<file path="src/rtl/dss_pkg.sv">
package dss_pkg;

  // Enum order is the phase cycle order; the sequencer steps through it.
  typedef enum logic [1:0] {
    PH_AZ   = 2'd0,
    PH_INT  = 2'd1,
    PH_DINT = 2'd2,
    PH_ZI   = 2'd3
  } phase_e;

  // Durations at the fastest rate (code 2'b01), in milliseconds.
  localparam int unsigned BASE_AZ_MS   = 10;
  localparam int unsigned BASE_INT_MS  = 10;
  localparam int unsigned BASE_DINT_MS = 22;
  localparam int unsigned BASE_ZI_MS   = 8;
  localparam int unsigned MAX_MULT     = 10;
  localparam int unsigned MAX_PHASE_MS = BASE_DINT_MS * MAX_MULT;

  function automatic int unsigned rate_mult(input logic [1:0] code);
    case (code)
      2'b00:   return 2;
      2'b01:   return 1;
      2'b10:   return 4;
      default: return MAX_MULT;
    endcase
  endfunction

  function automatic int unsigned phase_ms(input phase_e ph, input logic [1:0] code);
    int unsigned base;
    case (ph)
      PH_AZ:   base = BASE_AZ_MS;
      PH_INT:  base = BASE_INT_MS;
      PH_DINT: base = BASE_DINT_MS;
      default: base = BASE_ZI_MS;
    endcase
    return base * rate_mult(code);
  endfunction

endpackage

</file>
<file path="src/rtl/dss_timer.sv">
module dss_timer #(
  parameter int unsigned CNT_W = 20
) (
  input  logic             clk,
  input  logic             rst_n,
  input  logic [CNT_W-1:0] len,
  output logic [CNT_W-1:0] cnt,
  output logic             last
);

  logic [CNT_W-1:0] cnt_nxt;

  assign last = (cnt == len - 1'b1);

  always_comb begin
    if (last) cnt_nxt = '0;
    else      cnt_nxt = cnt + 1'b1;
  end

  always_ff @(posedge clk or negedge rst_n) begin
    if (!rst_n) cnt <= '0;
    else        cnt <= cnt_nxt;
  end

endmodule

</file>
<file path="src/rtl/dss_phase_fsm.sv">
module dss_phase_fsm
  import dss_pkg::*;
(
  input  logic       clk,
  input  logic       rst_n,
  input  logic       last,
  input  logic [1:0] rate_sel,
  output phase_e     phase,
  output logic [1:0] rate_q
);

  phase_e     phase_nxt;
  logic       rate_load;

  always_comb begin
    phase_nxt = phase;
    if (last) begin
      case (phase)
        PH_AZ:   phase_nxt = PH_INT;
        PH_INT:  phase_nxt = PH_DINT;
        PH_DINT: phase_nxt = PH_ZI;
        default: phase_nxt = PH_AZ;
      endcase
    end
  end

  assign rate_load = last && (phase == PH_ZI);

  always_ff @(posedge clk or negedge rst_n) begin
    if (!rst_n) phase <= PH_AZ;
    else        phase <= phase_nxt;
  end

  always_ff @(posedge clk or negedge rst_n) begin
    if (!rst_n)         rate_q <= 2'b00;
    else if (rate_load) rate_q <= rate_sel;
  end

endmodule

</file>
<file path="src/rtl/dss_capture.sv">
module dss_capture #(
  parameter int unsigned CNT_W = 20
) (
  input  logic             clk,
  input  logic             rst_n,
  input  logic             zc,
  input  logic             in_dint,
  input  logic             dint_start,
  input  logic             dint_last,
  input  logic [CNT_W-1:0] cnt,
  input  logic [CNT_W-1:0] len,
  output logic [CNT_W-1:0] result,
  output logic             ovr
);

  logic             zc_q;
  logic             rise;
  logic             hit;
  logic             hit_set;
  logic [CNT_W-1:0] hit_val;
  logic             commit;
  logic [CNT_W-1:0] result_nxt;
  logic             ovr_nxt;

  assign rise    = zc && !zc_q;
  assign hit_set = in_dint && rise && !hit;
  assign commit  = in_dint && dint_last;

  always_comb begin
    if (hit)       result_nxt = hit_val;
    else if (rise) result_nxt = cnt;
    else           result_nxt = len;
    ovr_nxt = !hit && !rise;
  end

  always_ff @(posedge clk or negedge rst_n) begin
    if (!rst_n) zc_q <= 1'b0;
    else        zc_q <= zc;
  end

  always_ff @(posedge clk or negedge rst_n) begin
    if (!rst_n)          hit <= 1'b0;
    else if (dint_start) hit <= 1'b0;
    else if (hit_set)    hit <= 1'b1;
  end

  always_ff @(posedge clk or negedge rst_n) begin
    if (!rst_n)       hit_val <= '0;
    else if (hit_set) hit_val <= cnt;
  end

  always_ff @(posedge clk or negedge rst_n) begin
    if (!rst_n) begin
      result <= '0;
      ovr    <= 1'b0;
    end else if (commit) begin
      result <= result_nxt;
      ovr    <= ovr_nxt;
    end
  end

endmodule

</file>
<file path="src/rtl/dslope_sequencer.sv">
module dslope_sequencer
  import dss_pkg::*;
#(
  parameter int unsigned CLKS_PER_MS = 4000,
  localparam int unsigned MAX_CLKS   = MAX_PHASE_MS * CLKS_PER_MS,
  localparam int unsigned CNT_W      = $clog2(MAX_CLKS + 1)
) (
  input  logic             clk,
  input  logic             rst_n,
  input  logic [1:0]       rate_sel,
  input  logic             zc,
  output logic             az_en,
  output logic             int_en,
  output logic             dint_en,
  output logic             zi_en,
  output logic             eoc,
  output logic [CNT_W-1:0] result,
  output logic             ovr
);

  phase_e           phase;
  logic [1:0]       rate_q;
  logic [CNT_W-1:0] len;
  logic [CNT_W-1:0] cnt;
  logic             last;

  always_comb begin
    len = CNT_W'(phase_ms(phase, rate_q) * CLKS_PER_MS);
  end

  dss_timer #(.CNT_W(CNT_W)) u_timer (
    .clk   (clk),
    .rst_n (rst_n),
    .len   (len),
    .cnt   (cnt),
    .last  (last)
  );

  dss_phase_fsm u_fsm (
    .clk      (clk),
    .rst_n    (rst_n),
    .last     (last),
    .rate_sel (rate_sel),
    .phase    (phase),
    .rate_q   (rate_q)
  );

  dss_capture #(.CNT_W(CNT_W)) u_cap (
    .clk        (clk),
    .rst_n      (rst_n),
    .zc         (zc),
    .in_dint    (phase == PH_DINT),
    .dint_start (last && (phase == PH_INT)),
    .dint_last  (last),
    .cnt        (cnt),
    .len        (len),
    .result     (result),
    .ovr        (ovr)
  );

  assign az_en   = (phase == PH_AZ);
  assign int_en  = (phase == PH_INT);
  assign dint_en = (phase == PH_DINT);
  assign zi_en   = (phase == PH_ZI);
  assign eoc     = zi_en && last;

endmodule

</file>
<file path="config.mk">
export PLATFORM = sky130hd
export DESIGN_NAME = dslope_sequencer
export DESIGN_NICKNAME = d
export VERILOG_FILES = /design/src/rtl/dss_pkg.sv /design/src/rtl/dss_timer.sv /design/src/rtl/dss_phase_fsm.sv /design/src/rtl/dss_capture.sv /design/src/rtl/dslope_sequencer.sv
export SDC_FILE = /design/constraint.sdc
export NUM_CORES = 1
export LEC_CHECK = 0
export BUFFER_PORTS_ARGS = -buffer_cell sky130_fd_sc_hd__buf_2
export CAP_MARGIN = 20
export CORE_MARGIN = 2
export CORE_UTILIZATION = 53
export CTS_BUF_LIST = sky130_fd_sc_hd__clkbuf_4 sky130_fd_sc_hd__clkbuf_8 sky130_fd_sc_hd__clkbuf_16
export DETAILED_ROUTE_END_ITERATION = 12
export GPL_ROUTABILITY_DRIVEN = 1
export GPL_TIMING_DRIVEN = 1
export PLACE_DENSITY = 0.78
export RECOVER_POWER = 25
export SLEW_MARGIN = 5
export SYNTH_ARGS = -nofsm -noshare
export SYNTH_HDL_FRONTEND = slang
export SYNTH_SLANG_ARGS = --single-unit
</file>
<file path="constraint.sdc">
create_clock -name clk -period 7.7 [get_ports clk]
set_input_delay 0.385 -clock clk [delete_from_list [all_inputs] [get_ports clk]]
set_output_delay 0.385 -clock clk [all_outputs]
set_load 0.03 [all_outputs]
</file>
==> results of run 1 <==
layer usage:
layer / up-vias / GRT usage / share of wire
met4: 0 / 0.0797 / 0.016
li1: 2120 / - / -
met1: 2285 / 0.289 / 0.42
met5: - / 0 / 0
met2: 91 / 0.424 / 0.53
met3: 16 / 0.0380 / 0.032
kinds of logic (layout without fill, tap and decap cells):
| kind of cell | Yosys count | after routing | synth area share |
|---|---|---|---|
| DFF | 67 | 67 | 0.291 |
| AOI/OAI and AO/OA | 85 | 85 | 0.0998 |
| and+or+nand+nor | 171 | 171 | 0.143 |
| muxes | 51 | 51 | 0.111 |
| xor gates and xnor gates | 52 | 52 | 0.0838 |
| buffers and inverters | 76 | 155 | 0.0553 |
| adders and majority gates | 82 | 82 | 0.216 |
what timing repair did:
| action | 4_1_cts | 5_1_grt |
|---|---|---|
| pin swaps | 41 | 16 |
| hold buffers | 0 | 0 |
| gates cloned | 0 | 2 |
| resized for setup | 40 | 42 |
| endpoints found under the setup margin | 37 | 45 |
| buffers inserted | 8 | 8 |
| hold endpoints to repair | 0 | 0 |
worst max-delay path: cells and delay by family (launching register included):
family	cells	cell delay, ps
adder cells (fa/ha/maj)	9	3460
AO/OA/AOI/OAI	5	1250
AND/OR/NAND/NOR	6	1130
buffers and inverters	8	580
flip-flops	1	410
XOR/XNOR	1	100
cell usage after synthesis (11+ instances only):
cell type	n	area share
dfrtp_1	67	0.29
ha_1	53	0.12
inv_1	52	0.034
nor2_1	50	0.033
nand2_1	46	0.030
fa_1	29	0.10
xnor2_1	29	0.044
o21ai_0	27	0.023
mux2_2	24	0.047
xor2_1	21	0.032
a21oi_1	20	0.017
mux2_4	20	0.052
nand3_1	20	0.017
clkbuf_1	18	0.012
nor2b_1	11	0.012
area by class of cell:
cell class	instances	area, sq um	share of cell area
Clock inverter	4	55.1	0.00772
Sequential cell	67	1680	0.235
Tap cell	140	175	0.0245
Timing Repair Buffer	87	662	0.0928
Clock buffer	12	165	0.0231
Multi-Input combinational cell	441	4210	0.589
Inverter	52	195	0.0274
through the flow:
stage / instance area, sq um / hold slack [ps] / TNS (ps) / util / worst slack, ps
floorplan: 5830 / 89.4 / 0 / - / 5.67
global placement: 6360 / 486 / 0 / 0.592 / 46.1
detailed placement: 6360 / 490 / -1750 / 0.592 / -115
CTS: 6870 / 160 / 0 / 0.639 / 9.53
global route: 7140 / 169 / -2190 / 0.664 / -253
finish: 7140 / 180 / 0 / 0.664 / 39.0
power by group through the flow:
stage	Combinational [mW]	Clock [mW]	Sequential [mW]
2_1_floorplan	1.00	0	0.363
3_3_place_gp	1.36	0	0.361
3_5_place_dp	1.39	0	0.361
4_1_cts	1.60	0.321	0.354
5_1_grt	1.93	0.339	0.354
6_report	1.78	0.319	0.354
worst max-delay path by stage:
stage              startpoint              end  slack (ps)  cells past startpoint
2_1_floorplan  u_fsm.phase[0]              eoc           6                     29
5_1_grt        u_fsm.phase[0]              eoc        -250                     28
6_report       u_fsm.phase[0]              eoc          40                     29
3_5_place_dp   u_fsm.phase[0]   u_fsm.phase[1]        -110                     29
3_3_place_gp   u_fsm.phase[0]  u_cap.result[2]          50                     31
4_1_cts        u_fsm.phase[0]              eoc          10                     28
state kept, by name (all words and copies together), names as in the netlist:
signal / flops
u_cap.zc_q: 1
u_timer.cnt: 20
u_cap.hit: 1
u_cap.ovr: 1
u_cap.result: 20
u_fsm.phase: 2
u_fsm.rate_q: 2
u_cap.hit_val: 20
==> results.md, run 1 <==
* Hold Path End: u_cap.zc_q
* Die span in x at 108 microns
* Final min period at 7660 ps
* Most frequent cells in the layout: dfrtp_1, buf_4, inv_1, nand2_1, nor2_1
* HP Class: in -> reg
* Fmax at 131 MHz
* Top_reg_cell synth: dfrtp_1
* Most common cell after layout, fill and taps aside: dfrtp_1
* Clk_skew at 16.1 ps
* Comb pwr share at 0.726
* Syn avg cell area at 9.87 sq um
* Layout cells sized above 1 at 0.326
* Synthesized net count at approximately 670
* Initial antenna violation count at 0
* Deepest clock path buffer count at 2
* Root Buffer Master: clkbuf_8
* Most used cell, CP: inv_2
* R2r worst-path depth at 30
* Final #Nets at 745
* Seq cells post-synth at 67
* Total Routing Usage GR at 0.236
* Crit-path max FO at 5
* Final hold viol count at 0
* Htree depth at 3
* P per Cell Area at 344 nW/um^2
* Placer Congestion at just under 1
* Diodes inserted at 0
* I/O Pins at 31
* # fillers at 795
* Worst slew pin tran at 3490 ps
* WL/cell at between 15 and 20 microns
* MaxCap Viol Count at 1
* Drt total wl at 13600 microns
* Row count at 38
* Cells after Synth at slightly below 600
* Failing checks: max-capacitance violations, max-slew violations
* Grt ovf at 0
* Antenna Nets Post-Route at 0
* Setup violators final at 0
* Switching part of the total at 0.445
* Hold path depth at 1
* Area delta synth->final at 23.8%
* Final period utilization at 0.995
* Clock Power Share at 0.130
* Post-DP HPWL at about 9600 microns
* Crit Path Class: reg -> out
* Vias in the first global route at 4777
* Placed cell count at 771
* Max-slew violation count at between 60 and 70
* P_leak at 3.35 nW
* Hold_sp: zc
* Drt pass-1 iters at 4
* Post-synth EDFFs at 0
* Outcome: finished, violations left
* P_int at about 1.4 mW
* R2R Setup Slk at 110 ps
* Starting Density at 0.537
* TritonCTS clock tree: built
* DRC at 0
* CORE AREA at 10700 sq um
* Post-synth cell types at 54
* Via-to-Cell Ratio at 5.62
* DIE AREA at 11700 sq um
* Worst-skew pair later-pin latency at 350 ps
* Worst path max stage delay at roughly 540 ps
* FF-to-FF End: u_fsm.phase[1]
* Overall Power at roughly 2.5 mW
* Largest net degree at the start of global routing at 68
* I/O Buffers at 30
* Global-route wire length before repair at approximately 22000 microns
* Reg clk slew, reported paths at ~80 ps
* Routed via count at about 4500
* Worst slew margin relative to its limit at -1.33
* Critical Path Slowest Stage Cell: fa_1
* Worst Setup End Kind: output pin
* RSZ-0062 raised after global routing: true
* Critical path startpoint category: flip-flop
* Seq/Total Area, Yosys at 0.291
* Violation count after the first detailed-route iteration at between 200 and 250
* Worst r2r src: u_fsm.phase[0]
* Mapped Area at between 5000 and 6000 sq um
* Clk sinks at 67
* NetSw at 1.09 mW
* YS warnings at 0
* Peak supply drop at 0.284 mV
* Required @ worst endpoint at about 7300 ps
* Reg power frac at 0.144
* Ys async rst share at 1.00
* Post-Layout Cell Count at 803
* CP arrival at 7280 ps
* CTS Buf Count at 9
* Chip Height at 108 microns
Note: power is estimated with default switching activity, not from simulation.
==> inputs of run 2 (changes only) <==
Settings changed: CORE_UTILIZATION 53 to 57, PLACE_DENSITY 0.78 to 0.83.
==> results.md, run 2 (same netlist as run 1, synthesis figures left out) <==
* Outcome: finished, violations left
* Failing checks: max-capacitance violations, max-slew violations, negative setup slack
* P per Cell Area at 341 nW/um^2
* Crit-path max FO at 7
* Root Buffer Master: clkbuf_8
* Critical Path Slowest Stage Cell: fa_1
* R2R Setup Slk at approximately 40 ps
* Diodes inserted at 0
* HP Class: in -> reg
* Hold Path End: u_cap.zc_q
* Row count at 36
* Most frequent cells in the layout: dfrtp_1, inv_1, nor2_1, nand2_1, buf_4
* Worst hold slack at 186 ps
* Global-route wire length before repair at between 20000 and 25000 microns
* R2r worst-path depth at 28
* TritonCTS clock tree: built
* Critical path startpoint category: flip-flop
* FF-to-FF End: u_cap.result[9]
* Most used cell, CP: fa_1
* Die span in x at 105 microns
* Final period utilization at 1.02
* Deepest clock path buffer count at 2
* Starting Density at 0.590
* Vias in the first global route at 4861
* CTS Buf Count at 9
* Antenna Nets Post-Route at 0
* Finished layout cell area at 7010 sq um
* Area delta synth->final at 21.6%
* Fmax at 127 MHz
* Drt total wl at 14800 microns
* Final hold viol count at 0
* Total Routing Usage GR at 0.263
* Post-CTS Hold Buffers at 0
* Final #Nets at 742
* I/O Pins at 31
* Clk_skew at 14.0 ps
* Worst-skew pair later-pin latency at roughly 350 ps
* Post-DP HPWL at 9590 microns
* Chip Height at approximately 100 microns
* Crit Path Class: reg -> out
* Overall Power at 2.39 mW
* Final min period at just under 8000 ps
* DRC at 0
* Grt ovf at 0
* Setup violators final at 1
* Violation count after the first detailed-route iteration at 226
* CORE AREA at slightly below 10000 sq um
* Worst Setup End Kind: output pin
* Drt pass-1 iters at 5
* Initial antenna violation count at 0
* # fillers at 658
* Peak supply drop at 0.214 mV
* Hold_sp: zc
* Layout cells sized above 1 at 0.313
* CP arrival at 7480 ps
* Worst path max stage delay at roughly 600 ps
* Clk sinks at between 60 and 70
* P_leak at 3.31 nW
* Max-slew violation count at 68
* Placer Congestion at 0.911
* Largest net degree at the start of global routing at 68
* Most common cell after layout, fill and taps aside: dfrtp_1
* Dpl cell area at 6270 sq um
* Crit. Startpoint: u_fsm.phase[0]
* Routed via count at 4617
* Worst setup slack before clock tree synthesis at -197 ps
* Worst slew margin relative to its limit at -1.36
* Worst Slack Setup Final at -162 ps
* Required @ worst endpoint at around 7300 ps
* Htree depth at 3
* Via-to-Cell Ratio at approximately 6
* Top Registers: u_cap.hit_val: 20 flops, u_cap.result: 20 flops, u_timer.cnt: 20 flops
* Worst r2r src: u_fsm.phase[0]
* I/O Buffers at 30
* DIE AREA at 10900 sq um
* MaxCap Viol Count at 1
* RSZ-0062 raised after global routing: true
* Reg clk slew, reported paths at 70 ps
* Worst slew pin tran at approximately 3500 ps
* WL/cell at 18.7 microns
* Hold path depth at 1
run 2: cell count changes in the layout (fill, tap and decap cells not counted), moves of 3 or more:
cell      before  now
nor2_1        42   45
nand2_2        3    0
nor2_4         5    2
clkinv_2       0    3
run 2: stage by stage:
| step | setup TNS (ps) | utilization | cells |
|---|---|---|---|
| after floorplan | 0 | - | 584 |
| after global placement | 0 | 0.641 | 753 |
| after detailed placement | -5560 | 0.641 | 753 |
| after CTS | -114 | 0.689 | 782 |
| after global routing | -4990 | 0.717 | 792 |
| final | -162 | 0.717 | 792 |
run 2: worst max-delay path, delay by kind of cell, from the launching register on:
family | cells | cell delay (ps)
xor+xnor | 1 | 170
flops | 1 | 430
buf+inv | 7 | 690
simple gates | 6 | 1330
compound gates | 4 | 800
fa+ha+maj | 9 | 3720
run 2: timing repair:
action,4_1_cts,5_1_grt
setup buffers,14,9
setup endpoints to repair,45,45
gates resized for setup,36,34
pin swaps,43,21
gates cloned,0,1
run 2: cell type report:
cell class	instances	area (sq um)	share of cell area
repair buffers	84	638	0.0910
clock buffers	10	138	0.0196
multi-input cells	441	4170	0.594
inverters	52	195	0.0278
clock inverters	5	30.0	0.00428
flip-flops and latches	67	1680	0.239
well taps	133	166	0.0237
run 2: how the worst max path moves through the flow:
stage                     depth (start not counted)         endpoint  slack (ps)
after floorplan                                  29              eoc           6
after global placement                           30  u_cap.result[3]          20
after detailed placement                         30  u_cap.result[4]        -200
after CTS                                        30              eoc        -110
after global routing                             27              eoc        -460
final                                            27              eoc        -160
run 2: metal layers:
layer,GRT usage,part of all wire
met5,0,0
met4,0.0790,0.033
met3,0.0393,0.035
met2,0.477,0.53
met1,0.323,0.40
run 2: power breakdown:
part,switching [mW],leakage [nW],internal [mW]
sequential,0.000960,0.807,0.353
combinational,0.964,2.42,0.815
clock,0.138,0.0839,0.122
total,1.10,3.31,1.29
==> inputs of run 3 (changes only) <==
Settings changed: TNS_END_PERCENT set to 50.
Clock period 7.7 ns to 7.05 ns, I/O delays scaled along.
==> results.md, run 3 (same netlist as run 1, synthesis figures left out) <==
* Outcome: finished, violations left
* Failing checks: max-capacitance violations, max-slew violations, negative setup slack
* Hold Path End: u_cap.zc_q
* DRC at 0
* Grt ovf at 0
* Antenna Nets Post-Route at 0
* Hold path depth at 1
* Deepest clock path buffer count at 2
* Setup violators final at 45
* Most common cell after layout, fill and taps aside: buf_4
* CTS Buf Count at 9
* Worst Slack Setup Final at -820 ps
* I/O Pins at 31
* R2R Setup Slk at -570 ps
* Diodes inserted at 0
* Chip Height at 105 microns
* Crit Path Class: reg -> out
* # fillers at approximately 630
* Post-CTS Hold Buffers at 0
* Largest net degree at the start of global routing at 68
* Vias in the first global route at 4693
* Required @ worst endpoint at 6700 ps
* Worst slew pin tran at approximately 3500 ps
* CORE AREA at 9770 sq um
* Routed via count at 4641
* Peak supply drop at 0.233 mV
* TritonCTS clock tree: built
* Most used cell, CP: fa_1
* Fmax at about 130 MHz
* Critical path startpoint category: flip-flop
* P per Cell Area at 389 nW/um^2
* Drt pass-1 iters at 5
* I/O Buffers at 30
* Global-route wire length before repair at approximately 22000 microns
* Total Routing Usage GR at 0.252
* Final #Nets at 776
* Initial antenna violation count at 0
* Starting Density at 0.590
* Htree depth at 3
* Worst path max stage delay at 620 ps
* Worst setup slack before clock tree synthesis at -422 ps
* Row count at 36
* Most frequent cells in the layout: buf_4, dfrtp_1, inv_1, nor2_1, nand2_1
* Final period utilization at 1.12
* Via-to-Cell Ratio at 5.61
* Worst-skew pair later-pin latency at 340 ps
* Reg clk slew, reported paths at 70 ps
* Multi-input gate area at about 4200 sq um
* Root Buffer Master: clkbuf_8
* Layout cells sized above 1 at 0.354
* Finished layout cell area at 7340 sq um
* Clk sinks at 67
* Register area at 1680 sq um
* Setup_tns at -23280 ps
* Violation count after the first detailed-route iteration at 170
* Die span in x at 105 microns
* CP Buf/Inv Count at 9
* Placer Congestion at about 0.94
* FF-to-FF End: u_fsm.rate_q[0]
* DIE AREA at 10900 sq um
* Dpl cell area at ~6700 sq um
* CP arrival at around 7500 ps
* Max-slew violation count at 68
* P_leak at 3.50 nW
* MaxCap Viol Count at 1
* WL/cell at 17.4 microns
* Area delta synth->final at 27.3%
* Top Registers: u_cap.hit_val: 20 flops, u_cap.result: 20 flops, u_timer.cnt: 20 flops
* Clk_skew at 11.6 ps
* Drt total wl at 14400 microns
* RSZ-0062 raised after global routing: true
* Hold_sp: zc
* Critical Path Slowest Stage Cell: fa_2
* Top delay family on crit path: adder cells
* R2r worst-path depth at 33
* Worst Setup End Kind: output pin
* Post-DP HPWL at slightly below 10000 microns
* HP Class: in -> reg
* Worst r2r src: u_fsm.phase[0]
* Worst slew margin relative to its limit at -1.34
* Final min period at about 7900 ps
* Final hold viol count at 0
* Crit-path max FO at 7
run 3: power breakdown:
group | internal (mW) | switching (mW)
registers | 0.386 | 0.00101
clock network | 0.173 | 0.153
logic | 1.03 | 1.11
total | 1.59 | 1.26
run 3: through the flow:
stage | utilization | total power, mW | cells | hold WS [ps]
2_1_floorplan | - | 1.55 | 584 | 56.9
3_3_place_gp | 0.681 | 2.07 | 794 | 483
3_5_place_dp | 0.681 | 2.11 | 794 | 494
4_1_cts | 0.721 | 2.50 | 818 | 143
5_1_grt | 0.751 | 3.02 | 827 | 146
6_report | 0.751 | 2.85 | 827 | 154
run 3: worst max-delay path by stage:
stage               slack [ps]               to      startpoint  cells past startpoint
finish                    -820              eoc  u_fsm.phase[0]                     29
CTS                       -670              eoc  u_fsm.phase[1]                     29
global route             -1060              eoc  u_fsm.phase[0]                     30
global placement          -290  u_cap.result[3]  u_fsm.phase[0]                     30
floorplan                 -340              eoc  u_fsm.phase[0]                     29
detailed placement        -420  u_cap.result[8]  u_fsm.phase[0]                     28
run 3: final cells by class:
| class | instances | share of cell area |
|---|---|---|
| Clock buffer | 10 | 0.0187 |
| Timing Repair Buffer | 118 | 0.119 |
| Inverter | 52 | 0.0266 |
| Sequential cell | 67 | 0.229 |
| Tap cell | 133 | 0.0227 |
| Multi-Input combinational cell | 441 | 0.575 |
| Clock inverter | 6 | 0.00886 |
run 3: what timing repair did:
action                     4_1_cts  5_1_grt
setup buffers                    8       12
gates resized for setup         18       43
setup endpoints to repair       45       45
pin swaps                       14       31
run 3: metal layers:
metal,GRT usage,share of wire
met1,0.315,0.42
met2,0.449,0.52
met3,0.0337,0.037
met4,0.0857,0.027
met5,0,0
